$ cat src/rtl/bwin_pkg.sv
package bwin_pkg;

    typedef enum logic {
        LAYOUT_SPLIT4   = 1'b0,
        LAYOUT_SHARED12 = 1'b1
    } layout_e;

    localparam int CTL_W = 8;

    // bit positions decoded by the bank map
    localparam int BIT_BANK_LO = 2;
    localparam int BIT_BANK_HI = 3;
    localparam int BIT_CPU_EN  = 4;
    localparam int BIT_VID_EN  = 5;
    localparam int BIT_SEL_TOP = 6;

    localparam logic [CTL_W-1:0] CTL_RESET = 8'hFF;

    typedef struct packed {
        logic [CTL_W-1:0] ctl;
    } ctl_state_t;

    typedef struct packed {
        logic reg_hit;
        logic wr_en;
        logic agent_open;
        logic xsel;
    } dec_t;

    // Number of extended (non-main) codes below 'code': compacts the
    // twelve extended codes onto bank numbers 0..11.
    function automatic logic [3:0] code_rank(input logic [15:0] main_mask,
                                             input logic [3:0]  code);
        logic [3:0] rank;
        rank = 4'd0;
        for (int i = 0; i < 16; i++) begin
            if ((i < int'(code)) && !main_mask[i]) begin
                rank = rank + 4'd1;
            end
        end
        return rank;
    endfunction

endpackage

$ cat src/rtl/bwin_ctl_reg.sv
module bwin_ctl_reg
    import bwin_pkg::*;
(
    input  logic             clk,
    input  logic             rst_n,
    input  logic             wr_en,
    input  logic [CTL_W-1:0] wr_data,
    output logic [CTL_W-1:0] ctl_q
);

    ctl_state_t st_d;
    ctl_state_t st_q;

    always_comb begin
        st_d = st_q;
        if (wr_en) begin
            st_d.ctl = wr_data;
        end
    end

    always_ff @(posedge clk or negedge rst_n) begin
        if (!rst_n) begin
            st_q <= '{ctl: CTL_RESET};
        end else begin
            st_q <= st_d;
        end
    end

    assign ctl_q = st_q.ctl;

endmodule

$ cat src/rtl/bwin_addr_match.sv
module bwin_addr_match #(
    parameter int              ADDR_W     = 16,
    parameter int              WIN_ADDR_W = 14,
    parameter logic [ADDR_W-1:0] WIN_BASE = 16'h4000,
    parameter logic [ADDR_W-1:0] REG_ADDR = 16'hD301
) (
    input  logic [ADDR_W-1:0] addr,
    output logic              in_window,
    output logic              at_reg
);

    localparam int TAG_W = ADDR_W - WIN_ADDR_W;
    localparam logic [TAG_W-1:0] WIN_TAG = WIN_BASE[ADDR_W-1:WIN_ADDR_W];

    always_comb begin
        in_window = (addr[ADDR_W-1:WIN_ADDR_W] == WIN_TAG);
        at_reg    = (addr == REG_ADDR);
    end

endmodule

$ cat src/rtl/bwin_bank_map.sv
module bwin_bank_map
    import bwin_pkg::*;
#(
    parameter layout_e     LAYOUT    = LAYOUT_SPLIT4,
    parameter int          BANK_W    = 2,
    parameter logic [15:0] MAIN_MASK = 16'hF000
) (
    input  logic [CTL_W-1:0]  ctl,
    output logic [BANK_W-1:0] bank,
    output logic              cpu_open,
    output logic              vid_open
);

    generate
        if (LAYOUT == LAYOUT_SPLIT4) begin : g_split
            logic unused_ctl;
            assign unused_ctl = ^{ctl[7:6], ctl[1:0]};

            always_comb begin
                bank     = ctl[BIT_BANK_HI:BIT_BANK_LO];
                cpu_open = ~ctl[BIT_CPU_EN];
                vid_open = ~ctl[BIT_VID_EN];
            end
        end else begin : g_shared
            logic [3:0] code;
            logic [3:0] rank;
            logic       is_ext;
            logic       open;
            logic       unused_ctl;
            assign unused_ctl = ^{ctl[7], ctl[1:0]};

            always_comb begin
                code     = {ctl[BIT_SEL_TOP], ctl[BIT_VID_EN],
                            ctl[BIT_BANK_HI], ctl[BIT_BANK_LO]};
                rank     = code_rank(MAIN_MASK, code);
                is_ext   = ~MAIN_MASK[code];
                open     = ~ctl[BIT_CPU_EN] & is_ext;
                bank     = rank[BANK_W-1:0];
                cpu_open = open;
                vid_open = open;
            end
        end
    endgenerate

endmodule

$ cat src/rtl/bwin_ctrl.sv
module bwin_ctrl
    import bwin_pkg::*;
#(
    parameter layout_e           LAYOUT     = LAYOUT_SPLIT4,
    parameter int                ADDR_W     = 16,
    parameter int                WIN_ADDR_W = 14,
    parameter logic [ADDR_W-1:0] WIN_BASE   = 16'h4000,
    parameter logic [ADDR_W-1:0] REG_ADDR   = 16'hD301,
    parameter logic [15:0]       MAIN_MASK  = 16'hF000,
    localparam int               BANK_W     = (LAYOUT == LAYOUT_SHARED12) ? 4 : 2,
    localparam int               XA_W       = BANK_W + WIN_ADDR_W
) (
    input  logic              clk,
    input  logic              rst_n,
    input  logic              bus_valid,
    input  logic              bus_video,
    input  logic              bus_we,
    input  logic [ADDR_W-1:0] bus_addr,
    input  logic [CTL_W-1:0]  bus_wdata,
    output logic              reg_hit,
    output logic [CTL_W-1:0]  reg_rdata,
    output logic [XA_W-1:0]   xram_addr,
    output logic              xram_sel,
    output logic              main_inhibit
);

    logic              in_window;
    logic              at_reg;
    logic [CTL_W-1:0]  ctl_q;
    logic [BANK_W-1:0] bank;
    logic              cpu_open;
    logic              vid_open;
    dec_t              dec;

    bwin_addr_match #(
        .ADDR_W    (ADDR_W),
        .WIN_ADDR_W(WIN_ADDR_W),
        .WIN_BASE  (WIN_BASE),
        .REG_ADDR  (REG_ADDR)
    ) u_match (
        .addr     (bus_addr),
        .in_window(in_window),
        .at_reg   (at_reg)
    );

    bwin_ctl_reg u_reg (
        .clk    (clk),
        .rst_n  (rst_n),
        .wr_en  (dec.wr_en),
        .wr_data(bus_wdata),
        .ctl_q  (ctl_q)
    );

    bwin_bank_map #(
        .LAYOUT   (LAYOUT),
        .BANK_W   (BANK_W),
        .MAIN_MASK(MAIN_MASK)
    ) u_map (
        .ctl     (ctl_q),
        .bank    (bank),
        .cpu_open(cpu_open),
        .vid_open(vid_open)
    );

    always_comb begin
        dec.reg_hit    = bus_valid & ~bus_video & at_reg;
        dec.wr_en      = dec.reg_hit & bus_we;
        dec.agent_open = bus_video ? vid_open : cpu_open;
        dec.xsel       = bus_valid & in_window & dec.agent_open;
    end

    assign reg_hit      = dec.reg_hit;
    assign reg_rdata    = ctl_q;
    assign xram_addr    = {bank, bus_addr[WIN_ADDR_W-1:0]};
    assign xram_sel     = dec.xsel;
    assign main_inhibit = dec.xsel;

endmodule

$ cat config.mk
export PLATFORM = sky130hd
export DESIGN_NAME = bwin_ctrl
export DESIGN_NICKNAME = d
export VERILOG_FILES = /design/src/rtl/bwin_pkg.sv /design/src/rtl/bwin_ctl_reg.sv /design/src/rtl/bwin_addr_match.sv /design/src/rtl/bwin_bank_map.sv /design/src/rtl/bwin_ctrl.sv
export SDC_FILE = /design/constraint.sdc
export NUM_CORES = 1
export LEC_CHECK = 0
export BUFFER_PORTS_ARGS = -buffer_cell sky130_fd_sc_hd__buf_2
export CAP_MARGIN = 20
export CORE_UTILIZATION = 37
export CTS_CLUSTER_DIAMETER = 50
export DETAILED_ROUTE_END_ITERATION = 8
export HOLD_SLACK_MARGIN = 0.1
export PLACE_DENSITY = 0.86
export SETUP_SLACK_MARGIN = 0.4
export SYNTH_ARGS = -nofsm -noshare
export SYNTH_HDL_FRONTEND = slang
export SYNTH_HIERARCHICAL = 1
export SYNTH_SLANG_ARGS = --single-unit
$ cat constraint.sdc
create_clock -name clk -period 1.55 [get_ports clk]
set_clock_uncertainty 0.2 [all_clocks]
set_input_delay 0 -clock clk [delete_from_list [all_inputs] [get_ports clk]]
set_output_delay 0 -clock clk [all_outputs]
set_load 0.01 [all_outputs]
==> out/results.ini <==
[outcome]
outcome=finished clean

[place]
dp.cells=101
routabilityCongestion=0.6142
port_buffers=55

[die]
num_io_pins=56
coreArea_sq_um=1350
num_rows=13
initial_utilization=0.4171
fp.dieW_microns=41.01
die_h_microns=41.01
fp.dieArea_sq_um=1682

[synthesis]
synth_xor_area_frac=0
synthesis.nets=77
synth_top_family_by_area=buffers and inverters
syn_inst=48
yosys-top-cells-area=dfstp_2, buf_4, mux2_4
synth_seq_area_share=0.3733
synth-adder-area-share=0
synthMuxAreaShare=0.2311
synth_compound_area_frac=0
synth_area_sq_um=563.0
ys_warn_count=6
synth_largest_area_cell=dfstp_2
ys_types=14
syn_area_per_cell_sq_um=11.73
synth_simple_gate_area_frac=0.1356
synth-seq-cells=8
netlist.area_leader.share=0.3733

[route]
drt_pass1_iterations=4
drtIter0Drc=9
postRouteAntennaNets=0
wire_per_inst_microns=16.97
wl_met3_microns=64
top_layer=met3
vias_per_cell=4.740
met1_length_microns=852
drc=0
vias=621
wirelength_microns=2223
dr_wl_met2_microns=1307

[setup_path]
rr_worst_depth=3
start_kind=flop
r2r_start=u_reg/ctl_q[5]
critPathRequiredTime_ps=1350
cp-end-kind=output port
crit_path_max_fanout=2
r2r_end=u_reg/ctl_q[5]
cp.arrival_ps=1250
ff2ff_setup_slack_ps=410
path_class=flop to output port

[timing]
rsz0062_at_grt=yes
max_freq_mhz=691.4
setup_violations=0
hold_viol=0
min_period_ps=1446
max-slew-margin-rel=0.8754
tightest_slew_ps=181.7
fin_crit_sh=0.9331
slew_viol_final=0

[worst_hold_path]
min_path_cells=4
min_path_type=input port to flop
hold_start=bus_video
hold-path-endpoint=u_reg/ctl_q[7]

[cells_and_area]
syn_to_final_growth_pct=101.6
num_antenna_cells=0
drive_above_1_share=0.7500
layout_commonest_cell=buf_2
final_cell_mix=buf_2, dlygate4sd3_1, buf_6
final_core_utilization=0.8406
largest_reg_flops=8
nets=147
fin_cells=131

[grt]
grt_pass1_wl_microns=2380
grt_pass1_vias=567
gr-total-overflow=0
grtUsageTotal=0.2207
grt_max_degree=9
antenna_found_initial=0

[clock_network]
clockBufferDepth=2
clock-sinks=8
clock_latency_ps=260
numCtsBuffers=3
tritoncts=done
clockRootBuffer=clkbuf_4
htree_levels=1
clkTransAtPathRegs_ps=60
cts_hold_buffers=23

[pwr]
pwr-share-comb=0.292
power.share.clock=0.314
seqPwrFrac=0.393
power.switching_uw=137.6
cellPowerDensity_nw_per_um2=470.4
sw_frac_of_total=0.2577
power.leakage_uw=0.0005750
intPower_uw=396.3
ir_drop_mv=0.2866

[flow_run]
drv_cap=0

-- cell type report --
| class | instances | area [sq um] |
|---|---|---|
| clock buffer | 3 | 22.52 |
| fill | 74 | 215.2 |
| inverter | 2 | 7.507 |
| multi-input combinational | 20 | 259.0 |
| sequential | 8 | 210.2 |
| tap | 15 | 18.77 |
| timing repair buffer | 83 | 616.8 |
-- layer usage --
layer | vias to the layer above | GRT usage
met1 | 319 | 0.2171
li1 | 283 | -
met4 | 0 | 0.09167
met5 | - | 0
met2 | 19 | 0.4258
met3 | 0 | 0.05435
-- worst max-delay path, stage by stage (launching register included) --
cell and delay (ps):
dfstp_2 540, inv_2 40, mux2i_1 170, nor2_1 90, buf_2 150
-- repair_timing --
| item | in CTS | in global routing |
|---|---|---|
| resized for setup | 6 | 18 |
| setup buffers | 3 | 1 |
| setup endpoints to repair | 10 | 16 |
| endpoints found under the hold margin | 31 | 8 |
| pin swaps | 4 | 5 |
-- power by group through the flow --
stage	combinational, uW	sequential [uW]	clock [uW]
3_3_place_gp	81.0	213	0
6_report	156	210	168
5_1_grt	165	210	181
4_1_cts	132	210	169
3_5_place_dp	83.6	213	0
2_1_floorplan	47.2	213	0
-- how the worst max path moves through the flow --
| stage | slack, ps | start | cells past startpoint | to |
|---|---|---|---|---|
| after detailed placement | -110 | bus_addr[11] | 7 | u_reg/ctl_q[7] |
| after global routing | 70 | u_reg/ctl_q[5] | 4 | main_inhibit |
| after floorplan | 150 | bus_addr[6] | 6 | u_reg/ctl_q[0] |
| after CTS | 190 | u_reg/ctl_q[5] | 4 | main_inhibit |
| after global placement | -110 | bus_addr[11] | 7 | u_reg/ctl_q[6] |
| final | 100 | u_reg/ctl_q[5] | 4 | main_inhibit |
-- synth_stat cells --
library cell	count
nor3b_1	1
and4_1	1
mux2i_1	1
nor2_1	2
buf_6	1
nor4bb_1	2
dfstp_2	8
and4bb_2	1
mux2_4	8
buf_4	17
nor4_1	1
nor2b_1	1
inv_1	2
nand2_1	2
-- stage by stage --
stage               hold WS, ps  TNS, ps  power (uW)  worst slack, ps  area, sq um
floorplan                -347.8        0       260.2            147.3        568.0
finish                    89.73        0       533.9            103.7         1135
CTS                       73.00        0       511.2            185.6         1031
detailed placement       -138.2   -823.9       296.6           -107.9        730.7
global route              99.70        0       555.7            68.87         1135
global placement         -150.6   -821.2       294.0           -106.6        730.7
-- kinds of logic after synthesis --
family                 after synthesis
DFF                                  8
muxes                                9
and+or+nand+nor                     11
buffers and inverters               20
Note: power is estimated with default switching activity, not from simulation.
